===== config.mk =====
export PLATFORM = sky130hd
export DESIGN_NAME = dual_fetch_seq
export DESIGN_NICKNAME = d
export VERILOG_FILES = /design/src/rtl/dfs_pkg.sv /design/src/rtl/dfs_decode.sv /design/src/rtl/dfs_index_file.sv /design/src/rtl/dfs_seq_ctrl.sv /design/src/rtl/dual_fetch_seq.sv
export SDC_FILE = /design/constraint.sdc
export NUM_CORES = 1
export LEC_CHECK = 0
export CORE_ASPECT_RATIO = 2
export CORE_MARGIN = 5
export CORE_UTILIZATION = 35
export DETAILED_ROUTE_END_ITERATION = 10
export HOLD_SLACK_MARGIN = 0.1
export PLACE_DENSITY = 0.64
export SKIP_CTS_REPAIR_TIMING = 1
export SLEW_MARGIN = 20
export SYNTH_ARGS = -nofsm -noshare
export SYNTH_HDL_FRONTEND = slang
export SYNTH_SLANG_ARGS = --single-unit
export TNS_END_PERCENT = 5

===== constraint.sdc =====
create_clock -name clk -period 10.4 [get_ports clk]
set_clock_uncertainty 0.05 [all_clocks]
set_input_delay 2.08 -clock clk [delete_from_list [all_inputs] [get_ports clk]]
set_output_delay 2.08 -clock clk [all_outputs]
set_load 0.02 [all_outputs]

===== src/rtl/dfs_pkg.sv =====
package dfs_pkg;

    localparam int INSTR_W     = 24;
    localparam int ADDR_PART_W = 16;
    localparam int CMD_W       = 7;
    localparam int WORD_W      = 2 * INSTR_W;

    typedef enum logic [2:0] {
        ST_HALT,
        ST_FETCH,
        ST_LOAD,
        ST_LEFT,
        ST_RIGHT
    } seq_state_e;

    // one instruction, most significant bit is instruction bit 0
    typedef struct packed {
        logic [ADDR_PART_W-1:0] apart;
        logic                   fbit;
        logic [CMD_W-1:0]       cmd;
    } instr_t;

endpackage


===== src/rtl/dfs_decode.sv =====
module dfs_decode
    import dfs_pkg::*;
#(
    parameter int N_W = 3,
    localparam int V_W = ADDR_PART_W - 1 - N_W
) (
    input  logic [WORD_W-1:0] word_i,
    input  logic              right_i,
    output logic              sel_o,
    output logic [N_W-1:0]    nreg_o,
    output logic [V_W-1:0]    v_o,
    output logic              fbit_o,
    output logic [CMD_W-1:0]  cmd_o
);
    instr_t half;

    always_comb begin
        // left half occupies the upper (earlier numbered) bits
        half   = right_i ? instr_t'(word_i[INSTR_W-1:0])
                         : instr_t'(word_i[WORD_W-1:INSTR_W]);
        sel_o  = half.apart[ADDR_PART_W-1];
        nreg_o = half.apart[ADDR_PART_W-2 -: N_W];
        v_o    = half.apart[V_W-1:0];
        fbit_o = half.fbit;
        cmd_o  = half.cmd;
    end
endmodule


===== src/rtl/dfs_index_file.sv =====
module dfs_index_file #(
    parameter int NUM_IDX = 8,
    parameter int ADDR_W  = 15,
    parameter int V_W     = 12,
    localparam int N_W    = $clog2(NUM_IDX)
) (
    input  logic              clk,
    input  logic              rst_n,
    input  logic              use_i,
    input  logic              sel_i,
    input  logic [N_W-1:0]    nreg_i,
    input  logic [V_W-1:0]    v_i,
    input  logic              ld_i,
    input  logic [N_W-1:0]    ld_sel_i,
    input  logic [ADDR_W-1:0] ld_val_i,
    input  logic              ld_cnt_i,
    output logic [ADDR_W-1:0] ea_o
);
    localparam logic [ADDR_W-1:0] ONE = ADDR_W'(1);

    typedef struct packed {
        logic [NUM_IDX-1:0][ADDR_W-1:0] val;
        logic [NUM_IDX-1:0]             cnt;
    } idx_t;

    idx_t q, d;
    logic [ADDR_W-1:0] v_ext;

    always_comb begin
        d     = q;
        v_ext = {{(ADDR_W-V_W){1'b0}}, v_i};
        ea_o  = sel_i ? (q.val[nreg_i] + v_ext) : v_ext;
        if (use_i && sel_i && q.cnt[nreg_i]) begin
            d.val[nreg_i] = q.val[nreg_i] + ONE;
        end
        // an explicit load overrides a post-increment of the same register
        if (ld_i) begin
            d.val[ld_sel_i] = ld_val_i;
            d.cnt[ld_sel_i] = ld_cnt_i;
        end
    end

    always_ff @(posedge clk) begin
        if (!rst_n) q <= '0;
        else        q <= d;
    end

    // a counting register used with S set steps by one
    a_r8_post_inc: assert property (@(posedge clk) disable iff (!rst_n)
        (use_i && sel_i && q.cnt[nreg_i] && !ld_i)
        |=> q.val[$past(nreg_i)] == $past(q.val[nreg_i]) + ONE);

    // S clear and no load leaves every index register untouched
    a_r7_no_touch: assert property (@(posedge clk) disable iff (!rst_n)
        (!sel_i && !ld_i) |=> $stable(q.val));
endmodule


===== src/rtl/dfs_seq_ctrl.sv =====
module dfs_seq_ctrl
    import dfs_pkg::*;
#(
    parameter int ADDR_W = 15
) (
    input  logic              clk,
    input  logic              rst_n,
    input  logic [WORD_W-1:0] mem_rdata_i,
    input  logic              jump_i,
    input  logic [ADDR_W-1:0] jump_addr_i,
    input  logic              halt_i,
    input  logic              restart_i,
    input  logic [ADDR_W-1:0] restart_addr_i,
    output logic              mem_rd_o,
    output logic [ADDR_W-1:0] mem_addr_o,
    output logic [WORD_W-1:0] pr_o,
    output logic              disp_valid_o,
    output logic              disp_right_o,
    output logic [ADDR_W-1:0] pc_o,
    output logic [ADDR_W-1:0] jar_addr_o,
    output logic              jar_right_o,
    output logic              halted_o
);
    localparam logic [ADDR_W-1:0] ONE = ADDR_W'(1);

    typedef struct packed {
        seq_state_e        st;
        logic [ADDR_W-1:0] pc;
        logic [WORD_W-1:0] pr;
        logic [ADDR_W-1:0] jar;
        logic              jar_r;
    } seq_t;

    seq_t q, d;

    always_comb begin
        d            = q;
        mem_rd_o     = 1'b0;
        disp_valid_o = 1'b0;
        disp_right_o = 1'b0;
        unique case (q.st)
            ST_HALT: begin
                if (restart_i) begin
                    d.pc = restart_addr_i;
                    d.st = ST_FETCH;
                end
            end
            ST_FETCH: begin
                mem_rd_o = 1'b1;
                d.st     = ST_LOAD;
            end
            ST_LOAD: begin
                d.pr = mem_rdata_i;
                d.pc = q.pc + ONE;
                d.st = ST_LEFT;
            end
            ST_LEFT: begin
                disp_valid_o = 1'b1;
                if (halt_i) begin
                    d.st = ST_HALT;
                end else if (jump_i) begin
                    d.jar   = q.pc - ONE;   // word of the skipped right half
                    d.jar_r = 1'b1;
                    d.pc    = jump_addr_i;
                    d.st    = ST_FETCH;
                end else begin
                    d.st = ST_RIGHT;
                end
            end
            ST_RIGHT: begin
                disp_valid_o = 1'b1;
                disp_right_o = 1'b1;
                if (halt_i) begin
                    d.st = ST_HALT;
                end else begin
                    if (jump_i) begin
                        d.jar   = q.pc;
                        d.jar_r = 1'b0;
                        d.pc    = jump_addr_i;
                    end
                    d.st = ST_FETCH;
                end
            end
            default: d.st = ST_HALT;
        endcase
    end

    always_ff @(posedge clk) begin
        if (!rst_n) begin
            q    <= '0;
            q.st <= ST_HALT;
        end else begin
            q <= d;
        end
    end

    assign mem_addr_o  = q.pc;
    assign pr_o        = q.pr;
    assign pc_o        = q.pc;
    assign jar_addr_o  = q.jar;
    assign jar_right_o = q.jar_r;
    assign halted_o    = (q.st == ST_HALT);

    // the right half is only ever reached from the left half
    a_r3_right_after_left: assert property (@(posedge clk) disable iff (!rst_n)
        (q.st == ST_RIGHT) |-> $past(q.st == ST_LEFT));

    // capturing a word advances the counter by exactly one
    a_r2_pc_advance: assert property (@(posedge clk) disable iff (!rst_n)
        (q.st == ST_LOAD) |=> (q.pc == $past(q.pc) + ONE));

    // a left-half jump goes straight to a new fetch
    a_r4_skip_right: assert property (@(posedge clk) disable iff (!rst_n)
        (q.st == ST_LEFT && jump_i && !halt_i) |=> (q.st == ST_FETCH));

    // parked without restart stays parked and keeps its counter
    a_r9_park_hold: assert property (@(posedge clk) disable iff (!rst_n)
        (q.st == ST_HALT && !restart_i) |=> (q.st == ST_HALT && $stable(q.pc)));

    // halt has priority over a jump in the same dispatch
    a_r9_halt_wins: assert property (@(posedge clk) disable iff (!rst_n)
        (disp_valid_o && halt_i) |=> (q.st == ST_HALT && $stable(q.pc)));
endmodule


===== src/rtl/dual_fetch_seq.sv =====
module dual_fetch_seq
    import dfs_pkg::*;
#(
    parameter int ADDR_W  = 15,
    parameter int NUM_IDX = 8,
    localparam int N_W    = $clog2(NUM_IDX),
    localparam int V_W    = ADDR_PART_W - 1 - N_W
) (
    input  logic              clk,
    input  logic              rst_n,
    output logic              mem_rd,
    output logic [ADDR_W-1:0] mem_addr,
    input  logic [WORD_W-1:0] mem_rdata,
    output logic              disp_valid,
    output logic              disp_right,
    output logic              disp_fbit,
    output logic [CMD_W-1:0]  disp_cmd,
    output logic [ADDR_W-1:0] disp_ea,
    input  logic              exec_jump,
    input  logic [ADDR_W-1:0] exec_jump_addr,
    input  logic              exec_halt,
    input  logic              restart,
    input  logic [ADDR_W-1:0] restart_addr,
    input  logic              idx_ld,
    input  logic [N_W-1:0]    idx_ld_sel,
    input  logic [ADDR_W-1:0] idx_ld_val,
    input  logic              idx_ld_count,
    output logic [ADDR_W-1:0] pc,
    output logic [ADDR_W-1:0] jar_addr,
    output logic              jar_right,
    output logic              halted
);
    logic [WORD_W-1:0] pr;
    logic              f_sel;
    logic [N_W-1:0]    f_nreg;
    logic [V_W-1:0]    f_v;

    dfs_seq_ctrl #(.ADDR_W(ADDR_W)) u_ctrl (
        .clk            (clk),
        .rst_n          (rst_n),
        .mem_rdata_i    (mem_rdata),
        .jump_i         (exec_jump),
        .jump_addr_i    (exec_jump_addr),
        .halt_i         (exec_halt),
        .restart_i      (restart),
        .restart_addr_i (restart_addr),
        .mem_rd_o       (mem_rd),
        .mem_addr_o     (mem_addr),
        .pr_o           (pr),
        .disp_valid_o   (disp_valid),
        .disp_right_o   (disp_right),
        .pc_o           (pc),
        .jar_addr_o     (jar_addr),
        .jar_right_o    (jar_right),
        .halted_o       (halted)
    );

    dfs_decode #(.N_W(N_W)) u_dec (
        .word_i  (pr),
        .right_i (disp_right),
        .sel_o   (f_sel),
        .nreg_o  (f_nreg),
        .v_o     (f_v),
        .fbit_o  (disp_fbit),
        .cmd_o   (disp_cmd)
    );

    dfs_index_file #(.NUM_IDX(NUM_IDX), .ADDR_W(ADDR_W), .V_W(V_W)) u_idx (
        .clk      (clk),
        .rst_n    (rst_n),
        .use_i    (disp_valid),
        .sel_i    (f_sel),
        .nreg_i   (f_nreg),
        .v_i      (f_v),
        .ld_i     (idx_ld),
        .ld_sel_i (idx_ld_sel),
        .ld_val_i (idx_ld_val),
        .ld_cnt_i (idx_ld_count),
        .ea_o     (disp_ea)
    );

    // a parked sequencer neither reads nor dispatches
    a_r1_quiet_when_parked: assert property (@(posedge clk) disable iff (!rst_n)
        halted |-> (!mem_rd && !disp_valid));
endmodule


==> results.yml <==
placement:
  post-place-ws_ns: 2.47
  placed_cell_area_mm2: 0.0144
  place.gp.congestion: 1.01
  dp_hpwl_um: 41800
  port-buffer-count: 175
yosys:
  synth.avg_cell_area_um2: 7.31
  ys_ff_latch: 210
  synth_compound_area_share_pct: 23.7
  muxShareOfSynthArea_pct: 4.54
  synth_area_leaders: "dfxtp_1 33%, nand2_1 11%, a21oi_1 5.0%"
  synth_xor_area_share_pct: 2.27
  synth_top_area_share_pct: 33.1
  synth_common_cells: "369 x nand2_1, 210 x dfxtp_1, 159 x nor2_1"
  synthSimpleGateAreaFrac_pct: 27.0
  yosysMostFrequentCell: "nand2_1"
  synth_top_family_by_area: "simple AND/OR/NAND/NOR gates"
  synth_fa_ha_area_share_pct: 1.93
  synth-seq-area-share_pct: 33.1
  yosysTopAreaCell: "dfxtp_1"
  synthesis.nets: 1859
  yosys_warnings: 0
  synthArstFlopShare_pct: 0
  synthFlopType: "dfxtp_1"
  synth_edf_count: 0
  syn_inst: 1737
  synth_cell_type_count: 80
  synth_area_mm2: 0.0127
die:
  start_util_pct: 35.5
  io-pin-count: 176
  die_h_um: 279
  die_area_mm2: 0.0404
  rows: 98
  die_x_um: 145
  core_mm2: 0.0358
clock_network:
  cts_tree: "built"
  ctsHtreeMaxLevel: 1
  numCtsBuffers: 21
  clk_root_buffer_cell: "clkbuf_16"
  clockBufferDepth: 3
  path_clk_slew_ns: 0.06
  insertion_delay_ns: 0.53
  cts_sinks: 210
critical_path:
  r2r_slack_ns: 4.38
  reg2reg_depth: 9
  r2r_start: "u_ctrl.q[81]"
  slowest_stage: "dfxtp_1"
  crit_family: "simple AND/OR/NAND/NOR gates"
  path_max_fanout: 45
  reg2reg_to: "u_idx.q[109]"
  worstPathBufferInverterCount: 2
  critPathLaunchType: "flip-flop"
  cp.required_ns: 8.27
  cpPeakStageDelay_ns: 0.63
  crit_chain: "or3b_4, buf_4, mux2i_1, nor2_1, nor4_1, or2_2, ha_1, a21o_1, a21o_1, a21oi_1, o21ai_0, a41oi_1, a21oi_1, nor2b_1, xnor2_1, nor2_1, clkdlybuf4s50_1"
  crit_arrival_ns: 6.38
  end_kind: "output port"
  crit_type: "flip-flop to output port"
timing:
  min_period_over_period_pct: 81.8
  min_period_ns: 8.51
  slew_headroom_pct: 17.4
  setup_viol: 0
  rsz0062_at_grt: "no"
  fmax_mhz: 118
  fin_tns_setup_ns: 0
  worst_slew_pin_slew_ns: 1.23
  worst_slack_ns: 1.89
  final_max_slew_viol_count: 0
  hold_viol_final: 0
drt:
  vias: 13567
  totalWireLength_um: 57300
  drt_iter0_markers: 1066
  post_drt_wl_per_cell_um: 25.5
  drc_errors: 0
  vias_per_cell: 6.03
  first_pass_iters: 6
  ant_nets: 0
final_layout:
  final_area_mm2: 0.0152
  drive_above_1_share_pct: 6.78
  syn2layout_area_growth_pct: 19.5
  diodes: 0
  final_nets: 1907
power_and_ir_drop:
  peakVddDrop_mv: 0.119
  switching_share_pct: 31.5
  cell_internal_pwr_mw: 1.56
  switchingPower_uw: 720
  pwr-share-clk_pct: 38.0
  p_per_area_mw_per_mm2: 150
  power.share.sequential_pct: 39.0
  leakagePower_nw: 5.13
  combPwrFrac_pct: 23.0
worst_hold_path:
  holdCritStartpoint: "u_ctrl.pr_o[4]"
  hold_path_class: "flip-flop to flip-flop"
  min_to: "u_ctrl.pr_o[4]"
  hold_depth: 2
status:
  status: "complete, no violations"
grt:
  grt_usage_pct: 27.5
  antenna_found_initial: 0
  grt_max_degree: 107
  grt_pass1_wl_um: 83600
  grt_pass1_vias: 13230
  overflow: 0
flow_run:
  maxCapViolCount: 0
state kept, by name, summed over array words and instances (netlist names), named ones only:
signal              cells
u_idx.q               120
u_ctrl.jar_right_o      1
u_ctrl.q                3
u_ctrl.pr_o            48
u_ctrl.jar_addr_o      15
u_ctrl.mem_addr_o      15
power by group through the flow:
stage                     combinational (mW)  sequential, mW  clock (mW)
after floorplan                        0.352           0.878           0
after global placement                 0.517           0.907           0
after detailed placement               0.519           0.908           0
after CTS                              0.522           0.890       0.873
after global routing                   0.566           0.895       0.907
final                                  0.526           0.891       0.867
how the worst max path moves through the flow:
stage	start	endpoint	slack, ns	cells after the start
6_report	u_ctrl.q[80]	disp_ea[14]	1.89	17
5_1_grt	u_ctrl.q[80]	disp_ea[13]	1.49	17
4_1_cts	u_ctrl.q[80]	disp_ea[14]	1.91	17
3_5_place_dp	u_ctrl.q[80]	disp_ea[14]	2.47	17
3_3_place_gp	u_ctrl.q[80]	disp_ea[14]	2.57	17
2_1_floorplan	u_ctrl.q[80]	disp_ea[11]	4.02	16
tightest hold or removal path, stage by stage, from the launching register on:
cell and delay, ns:
dfxtp_1 0.31, nand2_1 0.05, a21oi_1 0.05
layout by cell type, fill, tap and decap left out, types with 5 or more instances in the layout:
cell | netlist | layout
o21ai_0 | 82 | 82
a2111oi_2 | 9 | 10
a32oi_1 | 5 | 5
clkbuf_16 | 0 | 21
mux2_2 | 10 | 10
inv_1 | 15 | 15
nor2_1 | 159 | 153
a21o_1 | 10 | 10
a221oi_1 | 7 | 7
nor2b_1 | 17 | 16
mux2i_1 | 45 | 44
and3_1 | 10 | 10
bufinv_16 | 0 | 5
or3_1 | 7 | 7
o22ai_1 | 19 | 19
o211ai_1 | 28 | 28
xor2_1 | 11 | 10
a2111oi_0 | 6 | 5
clkbuf_1 | 93 | 5
or2_2 | 6 | 6
nor3_1 | 40 | 39
nand3_1 | 96 | 94
a21oi_1 | 128 | 128
ha_1 | 18 | 18
a211oi_1 | 15 | 15
o221ai_1 | 8 | 8
a311oi_1 | 17 | 17
nor4_1 | 9 | 9
nand4_1 | 14 | 14
nand2b_1 | 16 | 16
clkdlybuf4s50_1 | 0 | 175
a211o_1 | 10 | 10
xnor2_1 | 20 | 20
nand2_1 | 369 | 369
buf_4 | 46 | 28
a2bb2oi_1 | 7 | 7
and2_1 | 5 | 5
dfxtp_1 | 210 | 210
nor2_2 | 0 | 6
a31oi_1 | 62 | 62
cell type report:
cell class                 instances  area, µm²
clock inverter                     8        168
tap                              450        563
fill                            3729      20600
sequential                       210       4200
inverter                          17       68.8
multi-input combinational       1332       7620
clock buffer                      29        586
timing repair buffer             203       1960
metrics by stage:
step / std cells / hold slack (ns) / util, % / total power [mW]
after global routing: 2249 / 0.419 / 42.4 / 2.37
after detailed placement: 2212 / 0.398 / 40.2 / 1.43
after global placement: 2212 / 0.393 / 40.2 / 1.42
after floorplan: 1737 / 0.386 / - / 1.23
after CTS: 2249 / 0.407 / 42.3 / 2.28
final: 2249 / 0.403 / 42.4 / 2.28
metal layers:
metal / global-route usage [%] / share of wire, % / vias up / wire, µm
met5: 0 / 0 / - / 0
met4: 21.8 / 10 / 0 / 5780
met3: 4.36 / 6.5 / 250 / 3730
met2: 49.6 / 51 / 756 / 29200
met1: 27.1 / 32 / 6331 / 18500
li1: - / - / 6230 / -
kinds of logic after synthesis:
logic type | after synthesis
multiplexers | 56
AND/OR/NAND/NOR | 774
AO/OA/AOI/OAI | 451
flip-flops | 210
buffers and inverters | 195
XOR/XNOR | 32
adder cells (fa/ha/maj) | 19
(Power assumes the default switching activity.)
